### src/rtl/i2c_sclk_pkg.sv
package i2c_sclk_pkg;
  typedef enum logic {
    PH_LOW  = 1'b0,
    PH_HIGH = 1'b1
  } scl_phase_e;

  localparam int N_DELAYS = 2;
  localparam int DLY_FALL = 0;
  localparam int DLY_RISE = 1;
endpackage

### src/rtl/i2c_sclk_cfg.sv
module i2c_sclk_cfg
  import i2c_sclk_pkg::*;
#(
  parameter int DIV_W = 16
) (
  input  logic             clk,
  input  logic             rst,
  input  logic [DIV_W-1:0] div_i,
  input  logic [DIV_W-1:0] fall_i,
  input  logic [DIV_W-1:0] rise_i,
  output logic [DIV_W-1:0] half_o,
  output logic [DIV_W-1:0] fdly_o,
  output logic [DIV_W-1:0] rdly_o
);
  localparam logic [DIV_W-1:0] ZERO_PERIOD = {1'b1, {(DIV_W-1){1'b0}}};
  localparam logic [DIV_W-1:0] ONE         = {{(DIV_W-1){1'b0}}, 1'b1};

  logic [DIV_W-1:0] even_div, period, half;
  logic [N_DELAYS-1:0][DIV_W-1:0] raw_dly, clamp_dly;

  always_comb begin
    even_div = {div_i[DIV_W-1:1], 1'b0};
    period   = (even_div == '0) ? ZERO_PERIOD : even_div;
    half     = period >> 1;
  end

  assign raw_dly[DLY_FALL] = fall_i;
  assign raw_dly[DLY_RISE] = rise_i;

  for (genvar g = 0; g < N_DELAYS; g++) begin : g_clamp
    logic [DIV_W-1:0] floored;
    always_comb begin
      floored      = (raw_dly[g] == '0) ? ONE : raw_dly[g];
      clamp_dly[g] = (floored > half) ? half : floored;
    end
  end

  always_ff @(posedge clk) begin
    if (rst) begin
      half_o <= ZERO_PERIOD >> 1;
      fdly_o <= ONE;
      rdly_o <= ONE;
    end else begin
      half_o <= half;
      fdly_o <= clamp_dly[DLY_FALL];
      rdly_o <= clamp_dly[DLY_RISE];
    end
  end

  assert_delay_bounds_R6: assert property (@(posedge clk) disable iff (rst)
    (fdly_o >= ONE) && (fdly_o <= half_o) && (rdly_o >= ONE) && (rdly_o <= half_o))
    else $error("delay outside 1..half");
endmodule

### src/rtl/i2c_sclk_phase.sv
module i2c_sclk_phase
  import i2c_sclk_pkg::*;
#(
  parameter int DIV_W = 16
) (
  input  logic             clk,
  input  logic             rst,
  input  logic             run_i,
  input  logic             scl_in_i,
  input  logic [DIV_W-1:0] half_i,
  input  logic [DIV_W-1:0] fdly_i,
  input  logic [DIV_W-1:0] rdly_i,
  output logic             scl_o,
  output logic             busy_o,
  output logic             drive_o,
  output logic             sample_o
);
  scl_phase_e       ph_q;
  logic             busy_q;
  logic [DIV_W-1:0] hc_q;
  logic             stall, last;

  assign stall  = busy_q && (ph_q == PH_HIGH) && !scl_in_i;
  assign last   = hc_q >= (half_i - 1'b1);
  assign scl_o  = (ph_q == PH_HIGH);
  assign busy_o = busy_q;

  always_ff @(posedge clk) begin
    if (rst) begin
      busy_q   <= 1'b0;
      ph_q     <= PH_HIGH;
      hc_q     <= '0;
      drive_o  <= 1'b0;
      sample_o <= 1'b0;
    end else begin
      drive_o  <= 1'b0;
      sample_o <= 1'b0;
      if (!busy_q) begin
        if (run_i) begin
          busy_q <= 1'b1;
          ph_q   <= PH_LOW;
          hc_q   <= '0;
        end
      end else if (!stall) begin
        if (ph_q == PH_LOW) begin
          drive_o <= (hc_q == (fdly_i - 1'b1));
          if (last) begin
            ph_q <= PH_HIGH;
            hc_q <= '0;
          end else begin
            hc_q <= hc_q + 1'b1;
          end
        end else begin
          sample_o <= (hc_q == (rdly_i - 1'b1));
          if (last) begin
            hc_q <= '0;
            if (run_i) ph_q <= PH_LOW;
            else       busy_q <= 1'b0;
          end else begin
            hc_q <= hc_q + 1'b1;
          end
        end
      end
    end
  end

  assert_idle_released_R8: assert property (@(posedge clk) disable iff (rst)
    !busy_q |-> scl_o)
    else $error("SCL low while idle");

  assert_stall_freeze_R9: assert property (@(posedge clk) disable iff (rst)
    stall |=> ($stable(hc_q) && scl_o && !sample_o))
    else $error("phase moved during stretch");

  assert_strobe_excl_R4: assert property (@(posedge clk) disable iff (rst)
    !(drive_o && sample_o))
    else $error("drive and sample strobes together");
endmodule

### src/rtl/i2c_sclk_stretch_mon.sv
module i2c_sclk_stretch_mon #(
  parameter int DIV_W = 16,
  parameter int TO_W  = 16
) (
  input  logic             clk,
  input  logic             rst,
  input  logic             busy_i,
  input  logic             scl_drv_i,
  input  logic             scl_in_i,
  input  logic [DIV_W-1:0] half_i,
  input  logic [TO_W-1:0]  limit_i,
  output logic             timeout_o
);
  logic [DIV_W-1:0] clk_cnt;
  logic [TO_W-1:0]  per_cnt;
  logic [DIV_W-1:0] period_m1;
  logic             stretched;

  assign period_m1 = {half_i[DIV_W-2:0], 1'b0} - 1'b1;
  assign stretched = busy_i && scl_drv_i && !scl_in_i;

  always_ff @(posedge clk) begin
    if (rst || !stretched) begin
      clk_cnt   <= '0;
      per_cnt   <= '0;
      timeout_o <= 1'b0;
    end else begin
      timeout_o <= 1'b0;
      if ((limit_i != '0) && (per_cnt < limit_i)) begin
        if (clk_cnt >= period_m1) begin
          clk_cnt <= '0;
          per_cnt <= per_cnt + 1'b1;
          if ((per_cnt + 1'b1) == limit_i) timeout_o <= 1'b1;
        end else begin
          clk_cnt <= clk_cnt + 1'b1;
        end
      end
    end
  end

  assert_timeout_single_R10: assert property (@(posedge clk) disable iff (rst)
    timeout_o |=> !timeout_o)
    else $error("timeout longer than one cycle");

  assert_timeout_cause_R10: assert property (@(posedge clk) disable iff (rst)
    timeout_o |-> ($past(stretched) && (limit_i != '0)))
    else $error("timeout without stretch");
endmodule

### src/rtl/i2c_sclk_gen.sv
module i2c_sclk_gen #(
  parameter int DIV_W = 16,
  parameter int TO_W  = 16
) (
  input  logic               clk,
  input  logic               rst,
  input  logic               run_i,
  input  logic [DIV_W-1:0]   div_i,
  input  logic [2*DIV_W-1:0] dly_i,
  input  logic [TO_W-1:0]    stretch_lim_i,
  input  logic               scl_in_i,
  output logic               scl_o,
  output logic               drive_stb_o,
  output logic               sample_stb_o,
  output logic               timeout_o
);
  logic [DIV_W-1:0] half, fdly, rdly;
  logic             busy;

  i2c_sclk_cfg #(.DIV_W(DIV_W)) u_cfg (
    .clk    (clk),
    .rst    (rst),
    .div_i  (div_i),
    .fall_i (dly_i[2*DIV_W-1:DIV_W]),
    .rise_i (dly_i[DIV_W-1:0]),
    .half_o (half),
    .fdly_o (fdly),
    .rdly_o (rdly)
  );

  i2c_sclk_phase #(.DIV_W(DIV_W)) u_phase (
    .clk      (clk),
    .rst      (rst),
    .run_i    (run_i),
    .scl_in_i (scl_in_i),
    .half_i   (half),
    .fdly_i   (fdly),
    .rdly_i   (rdly),
    .scl_o    (scl_o),
    .busy_o   (busy),
    .drive_o  (drive_stb_o),
    .sample_o (sample_stb_o)
  );

  i2c_sclk_stretch_mon #(.DIV_W(DIV_W), .TO_W(TO_W)) u_mon (
    .clk       (clk),
    .rst       (rst),
    .busy_i    (busy),
    .scl_drv_i (scl_o),
    .scl_in_i  (scl_in_i),
    .half_i    (half),
    .limit_i   (stretch_lim_i),
    .timeout_o (timeout_o)
  );
endmodule

### config.mk
export PLATFORM = sky130hd
export DESIGN_NAME = i2c_sclk_gen
export DESIGN_NICKNAME = d
export VERILOG_FILES = /design/src/rtl/i2c_sclk_pkg.sv /design/src/rtl/i2c_sclk_cfg.sv /design/src/rtl/i2c_sclk_phase.sv /design/src/rtl/i2c_sclk_stretch_mon.sv /design/src/rtl/i2c_sclk_gen.sv
export SDC_FILE = /design/constraint.sdc
export NUM_CORES = 1
export LEC_CHECK = 0
export ABC_AREA = 1
export BUFFER_PORTS_ARGS = -buffer_cell sky130_fd_sc_hd__buf_2
export CAP_MARGIN = 20
export CORE_MARGIN = 1
export CORE_UTILIZATION = 60
export CTS_CLUSTER_DIAMETER = 100
export DETAILED_ROUTE_END_ITERATION = 12
export MAX_ROUTING_LAYER = met4
export PLACE_DENSITY_LB_ADDON = 0.08
export SYNTH_ARGS = -nofsm -noshare
export SYNTH_HDL_FRONTEND = slang
export SYNTH_HIERARCHICAL = 1
export SYNTH_SLANG_ARGS = --single-unit
### constraint.sdc
create_clock -name clk -period 5.8 [get_ports clk]
set_input_delay 0.87 -clock clk [delete_from_list [all_inputs] [get_ports clk]]
set_output_delay 0.87 -clock clk [all_outputs]
set_load 0.05 [all_outputs]
Word level (Yosys, flattened, before mapping)

Cells that the tools add are included.

Register bits: 101
Latch bits: 0
Memory bits (writable): 0
ROM bits: 0
Input port bits: 68
Output and inout bits: 4
Logic and storage cells: 75
Memories: 0

$add $sub $neg: 7
Multipliers: 0
Divide/modulo/power cells: 0
$lt $le $gt $ge: 5
Eq/ne operators: 4
Shift-type cells: 0
Multiplexer cells: 23
Bitwise operators: 4
Reduce and logical (&&, ||, !) cells: 18

Operators with widths:

| cell                                                | count |
|---|---|
| two-way mux 16 bit                                  | 8 |
| subtractor 16 x 1 -> 16 bit (second input constant) | 4 |
| adder 16 x 1 -> 16 bit (second input constant)      | 3 |
| == test 16 bit                                      | 3 |
| >= comparator 16 bit                                | 2 |
| greater-than comparator 16 x 15 -> 1 bit            | 2 |
| zero test 16 bit                                    | 2 |
| two-way mux 15 bit                                  | 2 |
| less-than comparator 16 bit                         | 1 |
| nonzero test 16 bit                                 | 1 |
| zero test 15 bit                                    | 1 |
| two-way mux 1 bit                                   | 13 |
| OR reduction 4 bit                                  | 2 |
| NOT 1 bit                                           | 4 |
| AND reduction 2 bit                                 | 2 |
| OR reduction 2 bit                                  | 2 |
| logical AND 1 bit                                   | 3 |
| OR reduction 3 bit                                  | 1 |
| zero test 1 bit                                     | 2 |
| inequality test 2 bit (second input constant)       | 1 |
| nonzero test 2 bit                                  | 1 |
| logical OR 1 bit                                    | 1 |

Logic depth before layout (Yosys ltp)

Depth in word-level cells: 6
Gate-level depth with buffers: 23

Cells and area by module

The synthesis kept the hierarchy.

By module, submodules not included:

| module               | instances | cells each | area each (µm²) | seq. area each (µm²) |
|---|---|---|---|---|
| i2c_sclk_stretch_mon | 1         | 562        | 3337.0          | 660.6 |
| i2c_sclk_phase       | 1         | 527        | 3071.7          | 400.4 |
| i2c_sclk_cfg         | 1         | 384        | 2747.6          | 940.9 |

Worst setup path before layout

Ideal clock, no wire load.

Path type: register to register
Start: register u_cfg.half_o[0]
End: register u_mon.clk_cnt[14]
Arrival: 2579 ps
Required time: 5730 ps
Slack: 3151 ps
Cell stages (with the launch flop): 22
Clock period less this slack: 2649 ps
Cells stage by stage: dfxtp_1 inv_1 ha_1 nand2_1 inv_1 nand2_1 inv_1 nand3_1 inv_1 nand2_1 nor2_1 xor2_1 inv_1 ha_1 a21o_1 nor2_1 and2_1 nand2_1 buf_2 nor2_1 nand2_1 a21oi_1

Cells in the longest elaborated chain, start to end: 3

Ends and longest elaborated chain:

| what                        | RTL line                   | source |
|---|---|---|
| start, declared             | i2c_sclk_cfg.sv:11         | `output logic [DIV_W-1:0] half_o,` |
| start signal, assigned      | i2c_sclk_cfg.sv:40         | `half_o <= ZERO_PERIOD >> 1;` |
| start signal, assigned      | i2c_sclk_cfg.sv:44         | `half_o <= half;` |
| subtractor 16 x 1 -> 16 bit | i2c_sclk_stretch_mon.sv:19 | `assign period_m1 = {half_i[DIV_W-2:0], 1'b0} - 1'b1;` |
| >= comparator 16 bit        | i2c_sclk_stretch_mon.sv:30 | `if (clk_cnt >= period_m1) begin` |
| two-way mux 16 bit          | i2c_sclk_stretch_mon.sv:30 |  |
| end signal, assigned        | i2c_sclk_stretch_mon.sv:35 | `clk_cnt <= clk_cnt + 1'b1;` |
| end, declared               | i2c_sclk_stretch_mon.sv:14 | `logic [DIV_W-1:0] clk_cnt;` |

No other way between the ends.
A chain may end at the register's enable or synchronous reset.

Worst setup path in the final report

Start: register u_cfg.half_o[0]
End: register u_mon.per_cnt[14]

Cells in the longest elaborated chain, start to end: 3

Ends and longest elaborated chain:

| what                                 | RTL line                   | source |
|---|---|---|
| subtractor 16 x 1 -> 16 bit          | i2c_sclk_stretch_mon.sv:19 |  |
| >= comparator 16 bit                 | i2c_sclk_stretch_mon.sv:30 |  |
| AND reduction 2 bit (no source line) | n/a                        |  |
| end signal, assigned                 | i2c_sclk_stretch_mon.sv:32 | `per_cnt <= per_cnt + 1'b1;` |
| end, declared                        | i2c_sclk_stretch_mon.sv:15 | `logic [TO_W-1:0] per_cnt;` |

No other way between the ends.

==> impl_metrics.py <==
metrics = {
    "synthesis": {
        "synth_seq_cells": 100,
        "ys.flop_type": "dfxtp_1",
        "synth_cells": 1473,
        "synthArstFlopShare_pct": 0,
        "syn_area_sq_um": 9160,
        "yosysSeqAreaShare_pct": 21.9,
        "syn_area_per_cell_sq_um": 6.22,
        "synth_edf_count": 0,
        "yosys_warnings": 6,
        "synth_cell_type_count": 46,
    },
    "setup_path": {
        "arrival_ns": 4.15,
        "path_cells": "inv_1 -> ha_1 -> nand2_1 -> inv_1 -> nand2_1 -> inv_1 -> nand3_1 -> inv_1 -> nand2_1 -> nor2_1 -> xor2_1 -> inv_1 -> ha_1 -> nand2_1 -> a21oi_1 -> nor2_1 -> and2_1 -> nand2_1 -> nand3_1 -> o21ai_0 -> nor2_1",
        "r2r_cells": 21,
        "end_kind": "flop",
        "crit-reg2reg-launch": "u_cfg/half_o[0]",
        "timing.rr.end": "u_mon/per_cnt[14]",
        "path_delay_family": "simple AND/OR/NAND/NOR gates",
        "critPathMaxStageDelay_ns": 0.69,
        "cp_max_fo": 20,
        "path_buf_inv": 5,
        "rrSetupSlack_ns": 1.89,
        "cp_slowest_cell": "nand3_1",
        "worstPathRequired_ns": 6.04,
        "setup.worst_path.class": "reg -> reg",
        "critPathLaunchType": "flop",
    },
    "grt": {
        "antenna_found_initial": 0,
        "grt_pass1_wl_mm": 37.5,
        "grt_max_degree": 32,
        "track_usage_pct": 30.1,
        "gr-total-overflow": 0,
        "grt_pass1_vias": 7975,
    },
    "final_layout": {
        "final.fill_count": 1414,
        "final_core_util_pct": 66.3,
        "fin_nets": 1644,
        "num_antenna_cells": 0,
        "layout-area-overhead-vs-synth_pct": 6.40,
        "final_cell_mix": "nand2_1 (394), nor2_1 (212), inv_1 (180), dfxtp_1 (100), nand3_1 (98)",
        "drive_gt1_share_pct": 11.0,
        "area.sequential_sq_um": 2000,
        "final_common_cell": "nand2_1",
        "multi_input_comb_area_sq_um": 6150,
    },
    "sta": {
        "fin_skew_ns": 0.00679,
        "grt_setup_unrepaired": "no",
        "finalHoldViolCount": 0,
        "final_max_slew_viol_count": 0,
        "period_share_pct": 67.4,
        "setup_viol": 0,
        "tightest_slew_ns": 1.03,
        "period_needed_ns": 3.91,
        "fmax_mhz": 256,
        "max-slew-margin-rel_pct": 31.5,
        "tns_ns": 0,
    },
    "floorplan": {
        "ioPinCount": 72,
        "die_y_microns": 126,
        "coreArea_sq_um": 14700,
        "fp.dieArea_sq_um": 15800,
        "dieWidth_microns": 126,
        "rows": 44,
        "start_util_pct": 62.3,
    },
    "hold_path": {
        "min_path_cells": 2,
        "hold_path_end": "u_mon/clk_cnt[1]",
        "min_from": "u_mon/clk_cnt[1]",
        "min-delay-path-class": "reg -> reg",
    },
    "placement": {
        "routabilityCongestion": 0.939,
        "portBuffers": 70,
        "hpwl_mm": 17.2,
    },
    "routing": {
        "dr_total_vias": 8911,
        "drt_iter0_markers": 643,
        "drt-total-wl_mm": 22.3,
        "wl_per_cell_microns": 13.3,
        "via_per_inst": 5.30,
        "drt-pass1-iter-count": 11,
        "drc_errors": 1,
        "ant_nets": 0,
    },
    "outcome": {
        "outcome": "finished with violations",
        "violations": "design-rule violations",
    },
    "pwr": {
        "p_leak_nw": 4.79,
        "power.density_nw_per_um2": 178,
        "ir_drop_mv": 0.169,
    },
    "clock_tree": {
        "cts_resized": 0,
        "clockRootBuffer": "clkbuf_16",
        "clkLatencyLatePin_ns": 0.35,
        "cts_sinks": 100,
        "cts_made_buffers": 9,
        "cts_setup_buffers": 0,
        "cts_tree": "yes",
        "clockBufferDepth": 2,
        "clkTransAtPathRegs_ns": 0.07,
        "h-tree-depth": 3,
        "cts_hold_buf": 0,
    },
    "job": {
        "cap_violations": 0,
    },
}
per-layer routing:
metal	track usage (%)	share of wire [%]
met1	40.9	49
met2	47.3	44
met3	3.42	5.6
met4	7.53	1.8
met5	-	0
flip-flops by register name (all words and copies together) (netlist names):
name	flops
u_cfg/fdly_o	16
u_cfg/half_o	15
u_cfg/rdly_o	16
u_mon/clk_cnt	16
u_mon/per_cnt	16
u_mon/timeout_o	1
u_phase/busy_o	1
u_phase/drive_o	1
u_phase/hc_q	16
u_phase/sample_o	1
u_phase/scl_o	1
synth_stat cells (all sizes together) (10+ instances only):
library cell / instances / share of area (%)
nand2: 417 / 18
xnor2: 21 / 2.0
a21oi: 84 / 4.8
nor3: 15 / 1.2
inv: 182 / 7.5
ha: 84 / 11
buf: 28 / 1.8
nand4: 41 / 3.0
nor2: 248 / 11
clkbuf: 37 / 1.6
o21ai: 28 / 1.5
xor2: 41 / 3.9
o21bai: 10 / 0.86
nand3: 101 / 5.7
dfxtp: 100 / 22
worst max-delay path by stage:
stage               startpoint  slack, ns           endpoint  cells past startpoint
6_report       u_cfg/half_o[0]       1.89  u_mon/per_cnt[14]                     21
5_1_grt        u_cfg/half_o[0]       1.36  u_mon/per_cnt[12]                     21
4_1_cts        u_cfg/half_o[0]       1.92  u_mon/per_cnt[13]                     21
3_5_place_dp   u_cfg/half_o[0]       1.96  u_mon/per_cnt[14]                     21
3_3_place_gp   u_cfg/half_o[0]       2.01   u_mon/per_cnt[1]                     21
2_1_floorplan  u_cfg/half_o[0]       3.15  u_mon/clk_cnt[14]                     21
worst min-delay path, stage by stage (launching register included):
cell	delay, ns
dfxtp_1	0.34
nand2_1	0.07
a21oi_1	0.06
layout make-up:
| cell class | count | share of cell area (%) |
|---|---|---|
| multi-input combinational | 1126 | 63.2 |
| tap | 184 | 2.36 |
| inverter | 184 | 7.09 |
| clock inverter | 7 | 0.835 |
| timing repair buffer | 71 | 3.67 |
| clock buffer | 9 | 2.31 |
| sequential | 100 | 20.5 |
report_power, final:
group          internal [mW]  total, mW  switching (mW)
Combinational          0.139      0.364           0.225
Clock                  0.341      0.626           0.285
Sequential             0.713      0.747          0.0334
per-stage QoR:
step                      instances  hold slack [ns]  power [mW]  worst slack (ns)  cell area, sq um
after floorplan                1475            0.471        1.03              3.15              9160
after global placement         1665            0.497        1.11              2.01              9440
after detailed placement       1665            0.503        1.12              1.96              9440
after CTS                      1681            0.514        1.75              1.92              9740
after global routing           1681            0.555        1.83              1.36              9740
final                          1681            0.515        1.74              1.89              9740
cells by family after synthesis:
family,count (synthesis),share of synthesized area [%]
simple gates,842,40.7
other cells,1,0.0410
flops,100,21.9
compound gates,131,7.95
buf+inv,249,11.0
xor+xnor,66,6.91
fa+ha+maj,84,11.5
Note: power is estimated with default switching activity, not from simulation.
